===== config.mk =====
export PLATFORM = sky130hd
export DESIGN_NAME = smi_event_ctrl
export DESIGN_NICKNAME = d
export VERILOG_FILES = /design/src/rtl/smi_pkg.sv /design/src/rtl/smi_period_timer.sv /design/src/rtl/smi_status_bank.sv /design/src/rtl/smi_enable_bank.sv /design/src/rtl/smi_event_ctrl.sv
export SDC_FILE = /design/constraint.sdc
export NUM_CORES = 1
export LEC_CHECK = 0
export BUFFER_PORTS_ARGS = -buffer_cell sky130_fd_sc_hd__buf_4
export CAP_MARGIN = 20
export CORE_AREA = 5 5 83 62
export CTS_BUF_LIST = sky130_fd_sc_hd__clkbuf_2 sky130_fd_sc_hd__clkbuf_4 sky130_fd_sc_hd__clkbuf_8
export DETAILED_ROUTE_END_ITERATION = 12
export DIE_AREA = 0 0 88 67
export GPL_TIMING_DRIVEN = 0
export HOLD_SLACK_MARGIN = 0.1
export PLACE_DENSITY_LB_ADDON = 0.15
export SYNTH_ARGS = -nofsm -noshare
export SYNTH_HDL_FRONTEND = slang
export SYNTH_HIERARCHICAL = 1
export SYNTH_SLANG_ARGS = --single-unit

===== constraint.sdc =====
create_clock -name clk -period 2.2 [get_ports clk]
set_clock_uncertainty 0.2 [all_clocks]
set_input_delay 0.22 -clock clk [delete_from_list [all_inputs] [get_ports clk]]
set_output_delay 0.22 -clock clk [all_outputs]
set_load 0.02 [all_outputs]

===== src/rtl/smi_pkg.sv =====
package smi_pkg;
    localparam int REG_W     = 16;
    localparam int NUM_EV    = 5;
    localparam int EV_SLP    = 0;
    localparam int EV_ROM    = 1;
    localparam int EV_SIRQ   = 2;
    localparam int EV_MIN    = 3;
    localparam int EV_MS64   = 4;
    localparam int SLEEP_BIT = 13;

    typedef logic [NUM_EV-1:0] ev_vec_t;

    typedef struct packed {
        logic rom_lvl;
        logic smi;
        logic pwr_go;
    } top_state_t;
endpackage


===== src/rtl/smi_period_timer.sv =====
module smi_period_timer #(
    parameter int PERIOD = 64
) (
    input  logic clk,
    input  logic rst_n,
    input  logic run,
    input  logic tick,
    output logic expire
);
    localparam int CW = (PERIOD > 1) ? $clog2(PERIOD) : 1;
    localparam logic [CW-1:0] LAST = CW'(PERIOD - 1);

    typedef struct packed {
        logic [CW-1:0] cnt;
    } tmr_state_t;

    tmr_state_t st_d, st_q;

    always_comb begin
        st_d   = st_q;
        expire = 1'b0;
        if (!run) begin
            st_d.cnt = '0;
        end else if (tick) begin
            if (st_q.cnt == LAST) begin
                st_d.cnt = '0;
                expire   = 1'b1;
            end else begin
                st_d.cnt = st_q.cnt + 1'b1;
            end
        end
    end

    always_ff @(posedge clk or negedge rst_n) begin
        if (!rst_n) st_q <= '0;
        else        st_q <= st_d;
    end

    // count held at zero while stopped
    a_r9_held_when_stopped: assert property (@(posedge clk) disable iff (!rst_n)
        !run |=> (st_q.cnt == '0));
    a_r10_count_in_range: assert property (@(posedge clk) disable iff (!rst_n)
        st_q.cnt <= LAST);
endmodule


===== src/rtl/smi_status_bank.sv =====
module smi_status_bank
    import smi_pkg::*;
(
    input  logic    clk,
    input  logic    rst_n,
    input  logic    clr_wr,
    input  ev_vec_t clr_mask,
    input  ev_vec_t set_vec,
    output ev_vec_t sts
);
    typedef struct packed {
        ev_vec_t bits;
    } sts_state_t;

    sts_state_t st_d, st_q;

    always_comb begin
        st_d = st_q;
        if (clr_wr) st_d.bits = st_d.bits & ~clr_mask;
        st_d.bits = st_d.bits | set_vec;
    end

    always_ff @(posedge clk or negedge rst_n) begin
        if (!rst_n) st_q <= '0;
        else        st_q <= st_d;
    end

    assign sts = st_q.bits;

    // a hardware set is never lost to a simultaneous clear
    a_r11_set_wins: assert property (@(posedge clk) disable iff (!rst_n)
        (|set_vec) |=> ((st_q.bits & $past(set_vec)) == $past(set_vec)));
    // bits neither set nor cleared hold their value
    a_r3_hold_unwritten: assert property (@(posedge clk) disable iff (!rst_n)
        (!clr_wr && set_vec == '0) |=> $stable(st_q.bits));
endmodule


===== src/rtl/smi_enable_bank.sv =====
module smi_enable_bank
    import smi_pkg::*;
#(
    parameter ev_vec_t STICKY_MASK = ev_vec_t'(1 << EV_ROM)
) (
    input  logic    clk,
    input  logic    rst_n,
    input  logic    wr,
    input  ev_vec_t wdata,
    output ev_vec_t en
);
    typedef struct packed {
        ev_vec_t bits;
    } en_state_t;

    en_state_t st_d, st_q;

    always_comb begin
        st_d = st_q;
        if (wr) begin
            st_d.bits = (wdata & ~STICKY_MASK)
                      | ((st_q.bits | wdata) & STICKY_MASK);
        end
    end

    always_ff @(posedge clk or negedge rst_n) begin
        if (!rst_n) st_q <= '0;
        else        st_q <= st_d;
    end

    assign en = st_q.bits;

    // once set, a sticky enable stays set until reset
    a_r7_sticky_hold: assert property (@(posedge clk) disable iff (!rst_n)
        (|(st_q.bits & STICKY_MASK)) |=>
        ((st_q.bits & $past(st_q.bits & STICKY_MASK)) == $past(st_q.bits & STICKY_MASK)));
    // ordinary enables follow the written data
    a_r12_plain_follow: assert property (@(posedge clk) disable iff (!rst_n)
        wr |=> ((st_q.bits & ~STICKY_MASK) == ($past(wdata) & ~STICKY_MASK)));
endmodule


===== src/rtl/smi_event_ctrl.sv =====
module smi_event_ctrl
    import smi_pkg::*;
#(
    parameter int MS64_TICKS = 64,
    parameter int MIN_TICKS  = 60000
) (
    input  logic        clk,
    input  logic        rst_n,
    input  logic        reg_wr,
    input  logic        reg_addr,
    input  logic [15:0] reg_wdata,
    output logic [15:0] reg_rdata,
    input  logic        pwr_wr,
    input  logic [15:0] pwr_wdata,
    input  logic        rom_we,
    input  logic        sirq_smi,
    input  logic        full_on,
    input  logic        tick_1ms,
    output logic        smi,
    output logic        pwr_change
);
    localparam int PAD_W = REG_W - NUM_EV;

    top_state_t st_d, st_q;
    ev_vec_t    sts, en, set_vec;
    logic       ms64_exp, min_exp, sleep_cmd, rom_rise;
    logic       sts_wr, en_wr;

    assign sts_wr    = reg_wr && (reg_addr == 1'b0);
    assign en_wr     = reg_wr && (reg_addr == 1'b1);
    assign sleep_cmd = pwr_wr && pwr_wdata[SLEEP_BIT];
    assign rom_rise  = rom_we && !st_q.rom_lvl;

    smi_period_timer #(.PERIOD(MS64_TICKS)) u_ms64 (
        .clk(clk), .rst_n(rst_n), .run(en[EV_MS64]),
        .tick(tick_1ms), .expire(ms64_exp)
    );

    smi_period_timer #(.PERIOD(MIN_TICKS)) u_min (
        .clk(clk), .rst_n(rst_n), .run(full_on),
        .tick(tick_1ms), .expire(min_exp)
    );

    always_comb begin
        set_vec           = '0;
        set_vec[EV_SLP]   = sleep_cmd;
        set_vec[EV_ROM]   = rom_rise;
        set_vec[EV_SIRQ]  = sirq_smi;
        set_vec[EV_MIN]   = min_exp;
        set_vec[EV_MS64]  = ms64_exp;
    end

    smi_status_bank u_sts (
        .clk(clk), .rst_n(rst_n), .clr_wr(sts_wr),
        .clr_mask(reg_wdata[NUM_EV-1:0]), .set_vec(set_vec), .sts(sts)
    );

    smi_enable_bank u_en (
        .clk(clk), .rst_n(rst_n), .wr(en_wr),
        .wdata(reg_wdata[NUM_EV-1:0]), .en(en)
    );

    always_comb begin
        st_d         = st_q;
        st_d.rom_lvl = rom_we;
        st_d.smi     = |(sts & en);
        st_d.pwr_go  = sleep_cmd && !en[EV_SLP];
    end

    always_ff @(posedge clk or negedge rst_n) begin
        if (!rst_n) st_q <= '0;
        else        st_q <= st_d;
    end

    assign reg_rdata  = {{PAD_W{1'b0}}, (reg_addr ? en : sts)};
    assign smi        = st_q.smi;
    assign pwr_change = st_q.pwr_go;

    // an enabled pending event raises smi on the next cycle
    a_r4_smi_raise: assert property (@(posedge clk) disable iff (!rst_n)
        (|(sts & en)) |=> smi);
    a_r4_smi_quiet: assert property (@(posedge clk) disable iff (!rst_n)
        !(|(sts & en)) |=> !smi);
    // a trapped sleep command never lets the power change through
    a_r5_sleep_trapped: assert property (@(posedge clk) disable iff (!rst_n)
        (sleep_cmd && en[EV_SLP]) |=> !pwr_change);
    a_r5_single_pulse: assert property (@(posedge clk) disable iff (!rst_n)
        (pwr_change && !sleep_cmd) |=> !pwr_change);
    // reserved bits read as zero
    a_r2_reserved_zero: assert property (@(posedge clk) disable iff (!rst_n)
        reg_rdata[REG_W-1:NUM_EV] == '0);
endmodule


# Word level (Yosys, flattened, before mapping)
# Cells that the tools add are included.
dict set report totals {
  regBits 35
  latch_bits 0
  ram_bits 0
  mem_bits_ro 0
  input_bits 41
  output_inout_bits 18
  n_memories 0
}
dict set report classes {
  add_sub_neg 2
  multipliers 0
  n_div 0
  n_lt_le_gt_ge 0
  n_eq_ne 4
  n_shift 0
  muxes 14
  bitwise_logic 7
  n_reduce_logical 8
}
# op n
set ops {}
lappend ops {{16-bit 2-to-1 mux} 3}
lappend ops {{6-bit 2-to-1 mux} 3}
lappend ops {{16-bit by 1-bit adder with 16-bit output, second input constant} 1}
lappend ops {{16-bit equality test, second input constant} 1}
lappend ops {{5-bit bitwise AND} 2}
lappend ops {{5-bit 2-to-1 mux} 2}
lappend ops {{6-bit by 1-bit adder with 6-bit output, second input constant} 1}
lappend ops {{6-bit equality test, second input constant} 1}
lappend ops {{1-bit 2-to-1 mux} 6}
lappend ops {{1-bit logical AND} 5}
lappend ops {{5-bit inverter} 1}
lappend ops {{5-bit by 2-bit bitwise OR with 5-bit output} 1}
lappend ops {{5-bit bitwise OR} 1}
lappend ops {{5-bit OR reduction} 1}
lappend ops {{1-bit zero test} 2}
lappend ops {{2-bit by 1-bit inequality test with 1-bit output, second input constant} 1}
lappend ops {{2-bit inequality test, second input constant} 1}
lappend ops {{2-bit bitwise OR} 1}
lappend ops {{1-bit inverter} 1}

# Depth between registers and ports, before layout
# Gate-level depths: netlist of the first run.
dict set report logic_depth {
  depth_word 5
  ltp_mapped 6
}

# Cells and area by module
# Netlist of the first run, hierarchy kept.
# module instances cells_per_inst area_each_um2 seq_area_each_um2
set by_module_without_submodules {}
lappend by_module_without_submodules {{smi_period_timer at u_min} 1 91 865.8 400.4}
lappend by_module_without_submodules {{smi_period_timer at u_ms64} 1 33 316.6 150.1}
lappend by_module_without_submodules {smi_event_ctrl 1 29 302.8 75.1}
lappend by_module_without_submodules {smi_status_bank 1 15 181.4 125.1}
lappend by_module_without_submodules {smi_enable_bank 1 10 178.9 125.1}

# Worst setup path after synthesis of the first run
# OpenSTA, ideal clock, no wires.
dict set report synth_timing {
  path_kind {reg-to-reg}
  from {register u_min/st_q[8] (netlist bit)}
  to {register u_min/st_q[13] (netlist bit)}
  setup_ns 0.130
  t_arrival_ns 1.787
  t_required_ns 1.870
  setup_slack_ns 0.084
  path_stages_with_launch 6
  path_buffers 1
  period_less_slack_ns 2.116
  cell_sequence {dfrtp_1 > or4b_1 > or4_4 > o21ai_2 > buf_6 > a21oi_1}
}
dict set report synth_between {
  elab_chain_len 4
  elab_cells_between_ends 5
  cone_classes {add/sub (1); eq/ne (1); mux (3)}
}
# element line
set synth_rtl {}
lappend synth_rtl {{start: declaration} smi_period_timer.sv:17} ;# tmr_state_t st_d, st_q;
lappend synth_rtl {{start signal: assignment} smi_period_timer.sv:36} ;# else st_q <= st_d;
lappend synth_rtl {{16-bit by 1-bit adder with 16-bit output / 16-bit equality test (equally long branches)} {smi_period_timer.sv:29, smi_period_timer.sv:25}}
lappend synth_rtl {{16-bit 2-to-1 mux *} smi_period_timer.sv:25} ;# if (st_q.cnt == LAST) begin
lappend synth_rtl {{16-bit 2-to-1 mux *} smi_period_timer.sv:24} ;# end else if (tick) begin
lappend synth_rtl {{16-bit 2-to-1 mux *} smi_period_timer.sv:22} ;# if (!run) begin
# Mark *: on every way between the ends. The rest lies on a longest branch, timed or not. The select of a mux whose other input is x is not followed.
# A chain may end at the register's enable or synchronous reset.

# Worst setup path after layout of the first run
dict set report layout_timing {
  from {register u_min/st_q[5] (netlist bit)}
  to {register u_min/st_q[3] (netlist bit)}
}
dict set report layout_between {
  elab_chain_len 4
}
# element line
set layout_rtl {}
lappend layout_rtl {{16-bit equality test} smi_period_timer.sv:25}
lappend layout_rtl {{16-bit 2-to-1 mux} smi_period_timer.sv:25}
lappend layout_rtl {{16-bit 2-to-1 mux} smi_period_timer.sv:24}
lappend layout_rtl {{16-bit 2-to-1 mux} smi_period_timer.sv:22}
# No other way between the ends. The select of a mux whose other input is x is not followed.

==> run_results.csv, run 1 <==
group,metric,value,unit
outcome,status,"finished clean",
synth,synthArstFlopShare,1.00,
sta,setup_violations,0,
synth,ys_top_cells_by_count,"35 x dfrtp_1, 17 x nand2_1, 13 x nor2_1, 11 x buf_4, 9 x nand4_1",
global_routing,antenna_found_initial,0,
final_layout,antenna_cells,0,
global_routing,grt_max_degree,36,
drt,drc,0,
synth,netlist.area_leader.share,0.475,
drt,drtIter0Drc,108,
floorplanning,start_util,0.436,
floorplanning,fp-row-count,20,
synth,synth_compound_area_frac,0.0895,
global_routing,grt_util_all_layers,0.163,
synth,yosysWarningCount,6,
synth,synthCells,178,
placement,place_area,0.00210,mm^2
cts,cts_root_buffer,"clkbuf_8",
cts,clock_sinks,35,
drt,wirelength,4240,um
synth,yosys.area_share.simple,0.223,
worst_setup_path,cp_max_fo,5,
synth,synth_top_family_by_area,"simple AND/OR/NAND/NOR gates",
final_layout,stdcell_area,0.00244,mm^2
floorplanning,dieArea,0.00590,mm^2
synth,synthDistinctLibCells,41,
global_routing,grt_pass1_wl,7220,um
synth,synth_top_area_cell,"dfrtp_1",
global_routing,grt.overflow.total,0,
synth,synth_ff_type,"dfrtp_1",
sta,slew_viol_final,0,
worst_setup_path,cp-start-kind,"register",
floorplanning,die_w,88,um
sta,fin_crit_sh,0.976,
sta,setup_ws,0.0523,ns
sta,setup_tns,0,ns
pwr,pwr_density_cell,597,mW/mm^2
pwr,power.leakage,1.08,nW
drt,postRouteAntennaNets,0,
sta,tightest_slew,0.502,ns
synth,synth-seq-area-share,0.475,
cts,numCtsBuffers,5,
cts,cts_tree,"done",
drt,wl_met3,211,um
synth,synth-xor-area-share,0.0569,
worst_setup_path,end_kind,"register",
drt,routed.top_layer,"met4",
placement,port_buffers,20,
synth,synth-edff-count,0,
worst_setup_path,crit_required,2.17,ns
drt,wl_met2,2030,um
pwr,vdd_drop_max,0.418,mV
drt,wl_met1,1910,um
drt,vias_per_cell,5.11,
final_layout,drive_gt1_frac,0.300,
worst_setup_path,crit_type,"register to register",
final_layout,nets,282,
cts,clock_path_buffers,2,
cts,clk_pin_slew_worst_paths,0.06,ns
synth,muxShareOfSynthArea,0.0705,
drt,dr.pass1.iters,4,
placement,dp_hpwl,2850,um
cts,cts_max_level,2,
sta,relSlewSlack,0.665,
sta,holdWs,0.163,ns
worst_setup_path,worstPathArrival,2.12,ns
drt,detail_route.wl_per_cell,14.4,um
global_routing,first_global_vias,1590,
floorplanning,io_pins,59,
synth,synthAdderAreaFrac,0.0136,
placement,dp_slack,-0.0806,ns
drt,route.vias.total,1508,
final_layout,syn2layout_area_growth,32.5,%
flow_run,max-cap-violations,0,
synth,syn_avg_cell_area,10.4,um^2
sta,max_freq,466,MHz
synth,synth_most_common_cell,"dfrtp_1",
pwr,power,1.46,mW
cts,clock_latency,0.29,ns
floorplanning,die_h,67,um
floorplanning,core-area,0.00423,mm^2
sta,finalCriticalPeriod,2.15,ns
sta,hold_viol,0,
synth,synth_area_leaders,"dfrtp_1 47%, buf_4 4.5%, mux2_4 4.1%, nand2_1 3.5%, xnor2_1 3.3%",
synth,synth_area,0.00185,mm^2
placement,gp_congestion,0.782,
hold_path,min_path_type,"input port to register",
synth,synth_seq_cells,35,
==> kinds of logic (layout without fill, tap and decap cells) <==
family / count (synthesis) / after routing
AOI/OAI and AO/OA: 25 / 25
xor gates and xnor gates: 12 / 12
adders and majority gates: 2 / 2
buffers and inverters: 19 / 71
DFF: 35 / 35
muxes: 10 / 10
other: 1 / 11
and+or+nand+nor: 74 / 74
==> cell usage in the layout, fill, tap and decap left out, types with 7 or more instances in the layout <==
cell	synthesis	final
buf_4	11	41
dfrtp_1	35	33
nand2_1	17	17
dlygate4sd3_1	0	14
nor2_1	13	13
conb_1	1	11
nand4_1	9	9
clkbuf_8	0	7
a21oi_1	7	7
xnor2_1	7	7
==> registers in the layout, summed over array words and instances (netlist names) <==
| register | count |
|---|---|
| pwr_change | 1 |
| u_ms64/st_q | 6 |
| u_en/en | 5 |
| smi | 1 |
| u_min/st_q | 16 |
| u_sts/sts | 5 |
| st_q | 1 |
==> worst max-delay path, stage by stage, from the launching register on <==
cell	delay [ns]
dfrtp_2	0.44
or3b_4	0.40
or4_4	0.57
o21ai_4	0.19
buf_4	0.17
nor2_1	0.05
==> routing by layer <==
metal | vias to the layer above | GRT usage
li1 | 733 | -
met1 | 734 | 0.202
met2 | 34 | 0.262
met3 | 7 | 0.0396
met4 | 0 | 0.0843
met5 | - | 0
==> timing repair <==
item | CTS | global route
gates cloned | 0 | 1
pin swaps | 2 | 1
endpoints found under the setup margin | 10 | 11
resized for setup | 3 | 5
buffers inserted | 3 | 6
hold endpoints to repair | 52 | 0
hold buffers | 14 | 0
==> per-stage QoR <==
stage,util,cells
floorplan,-,188
global placement,0.497,263
detailed placement,0.497,263
CTS,0.563,288
global route,0.578,295
finish,0.578,295
==> final cells by class <==
| cell class | count | area, um^2 |
|---|---|---|
| fillers | 382 | 1780 |
| multi-input cells | 134 | 900 |
| flip-flops and latches | 35 | 878 |
| repair buffers | 44 | 365 |
| plain buffers | 15 | 114 |
| clock buffers | 8 | 104 |
| well taps | 55 | 68.8 |
| inverters | 4 | 15.0 |
==> final timing paths <==
path                          startpoint              to  slack, ns  depth (start not counted)
max                        u_min/st_q[5]   u_min/st_q[3]       0.05                          5
min                             reg_addr    u_sts/sts[4]       0.16                          4
max reg2reg                u_min/st_q[5]   u_min/st_q[3]       0.05                          5
min reg2reg                   u_en/en[1]      u_en/en[1]       0.30                          1
max in group asynchronous          rst_n  u_min/st_q[10]       1.25                          2
min in group asynchronous          rst_n   u_min/st_q[7]       0.22                          2
==> report_power, final <==
part           leakage, nW  internal, mW  total, mW  switching, mW
combinational        0.579         0.122      0.238          0.116
clock               0.0549         0.298      0.520          0.222
sequential           0.450         0.674      0.700         0.0259
Note: power is estimated with default switching activity, not from simulation.
==> run 2, diff against run 1 <==
- PLACE_DENSITY: not set -> 0.77
- PLACE_DENSITY_LB_ADDON: 0.15 -> not set
- SETUP_SLACK_MARGIN: not set -> 0.02
==> run_results.csv, run 2 (same netlist as run 1, synthesis figures left out) <==
group,metric,value,unit
drt,wl_met1,1940,um
drt,route.vias.total,1527,
global_routing,first_global_vias,1425,
hold_path,hold_depth,4,
floorplanning,die_h,67,um
cts,clock_path_buffers,2,
cts,cts_root_buffer,"clkbuf_8",
pwr,power,1.55,mW
floorplanning,core-area,0.00423,mm^2
placement,dp_hpwl,2760,um
sta,max_freq,468,MHz
final_layout,n_fill_cell,357,
final_layout,final_common_cell,"buf_4",
drt,dr.pass1.iters,4,
final_layout,seq_area,877,um^2
final_layout,largest_reg_flops,16,
flow_run,max-cap-violations,0,
global_routing,grt_util_all_layers,0.157,
worst_setup_path,crit_type,"register to register",
worst_setup_path,reg2regPathDepth,5,
hold_path,min_path_type,"input port to register",
global_routing,grt_pass1_wl,6940,um
sta,finalCriticalPeriod,2.14,ns
pwr,vdd_drop_max,0.507,mV
cts,clock_latency,0.30,ns
worst_setup_path,crit_required,2.22,ns
worst_setup_path,cpPeakStageDelay,0.60,ns
sta,relSlewSlack,0.650,
final_layout,fin_util,0.576,
sta,tightest_slew,0.524,ns
pwr,pwr_density_cell,635,mW/mm^2
sta,slew_viol_final,0,
pwr,power.leakage,1.09,nW
worst_setup_path,path_buf_inv,0,
floorplanning,start_util,0.436,
final_layout,nets,280,
placement,gp_congestion,0.812,
final_layout,syn2layout_area_growth,32.1,%
cts,clk_pin_slew_worst_paths,0.08,ns
drt,drtIter0Drc,89,
drt,wl_met3,224,um
worst_setup_path,end_kind,"register",
drt,wirelength,4120,um
drt,drc,0,
floorplanning,dieArea,0.00590,mm^2
final_layout,regMostFlops,"u_min/st_q",
worst_setup_path,cp-start-kind,"register",
worst_setup_path,cp_max_fo,5,
drt,vias_per_cell,5.21,
drt,routed.top_layer,"met4",
drt,wl_met2,1850,um
cts,clock_sinks,35,
worst_setup_path,cp_top_family,"simple AND/OR/NAND/NOR gates",
drt,detail_route.wl_per_cell,14.0,um
floorplanning,io_pins,59,
final_layout,multi_input_area,897,um^2
cts,cts_max_level,2,
final_layout,top_regs,"u_min/st_q (16), u_ms64/st_q (6)",
worst_setup_path,crit_slowest_cell,"or4_4",
final_layout,most-common-layout-cells,"40 x buf_4, 34 x dfrtp_1, 17 x nand2_1",
final_layout,drive_gt1_frac,0.290,
sta,hold_viol,0,
worst_setup_path,worstPathArrival,2.16,ns
placement,port_buffers,20,
sta,setup_violations,0,
floorplanning,die_w,88,um
worst_setup_path,worstPathCellList,"ha_1, nand4_1, or4_4, or3_1, a21oi_1",
global_routing,antenna_found_initial,0,
sta,rsz0062_at_grt,"yes",
cts,cts_tree,"done",
final_layout,antenna_cells,0,
global_routing,grt_max_degree,36,
drt,postRouteAntennaNets,0,
floorplanning,fp-row-count,20,
global_routing,grt.overflow.total,0,
cts,numCtsBuffers,5,
outcome,status,"finished clean",
sta,fin_crit_sh,0.971,
worst_setup_path,cp.depth,5,
==> run 2: tightest hold or removal path, stage by stage <==
cell	delay (ns)
buf_6	0.11
nor2b_1	0.11
nand2_1	0.08
a21o_1	0.10
==> run 2: power by group <==
part	switching (mW)	leakage [nW]	total, mW	internal (mW)
registers	0.0287	0.452	0.702	0.674
logic	0.115	0.573	0.234	0.119
clock network	0.245	0.0612	0.612	0.367
total	0.389	1.09	1.55	1.16
==> run 2: per-stage QoR <==
stage / cell area [um^2] / setup TNS [ns] / worst slack, ns / hold slack, ns / cells
2_1_floorplan: 1880 / 0 / 0.0836 / -0.276 / 188
3_3_place_gp: 2100 / -0.194 / -0.0256 / 0.00146 / 263
3_5_place_dp: 2100 / -0.375 / -0.0440 / -0.00165 / 263
4_1_cts: 2390 / 0 / 0.0353 / 0.154 / 288
5_1_grt: 2440 / -0.0425 / -0.0425 / 0.192 / 293
6_report: 2440 / 0 / 0.0628 / 0.161 / 293
==> run 2: what timing repair did <==
| action | in CTS | in global routing |
|---|---|---|
| hold endpoints to repair | 53 | 0 |
| pin swaps | 2 | 0 |
| setup endpoints to repair | 10 | 11 |
| setup buffers | 4 | 5 |
| resized for setup | 3 | 2 |
| hold buffers | 13 | 0 |
==> run 2: final timing paths <==
kind,start,endpoint,slack [ns]
hold reg to reg,u_en/en[1],u_en/en[1],0.30
hold / removal,reg_addr,u_sts/sts[1],0.16
setup reg to reg,u_min/st_q[0],u_min/st_q[12],0.06
setup / recovery,u_min/st_q[0],u_min/st_q[12],0.06
max in group asynchronous,rst_n,u_min/st_q[5],1.22
min in group asynchronous,rst_n,u_min/st_q[15],0.24
==> run 2: area by class of cell <==
cell class,count,share of cell area
Clock buffer,6,0.0339
Buffer,15,0.0467
Sequential cell,35,0.360
Multi-Input combinational cell,134,0.368
Tap cell,55,0.0282
Inverter,4,0.00616
Clock inverter,2,0.0144
Timing Repair Buffer,42,0.143
==> run 2: per-layer routing <==
layer  up-vias  GRT usage
met4         0     0.0805
met5         -          0
li1        728          -
met3        10     0.0371
met1       751      0.216
met2        38      0.227
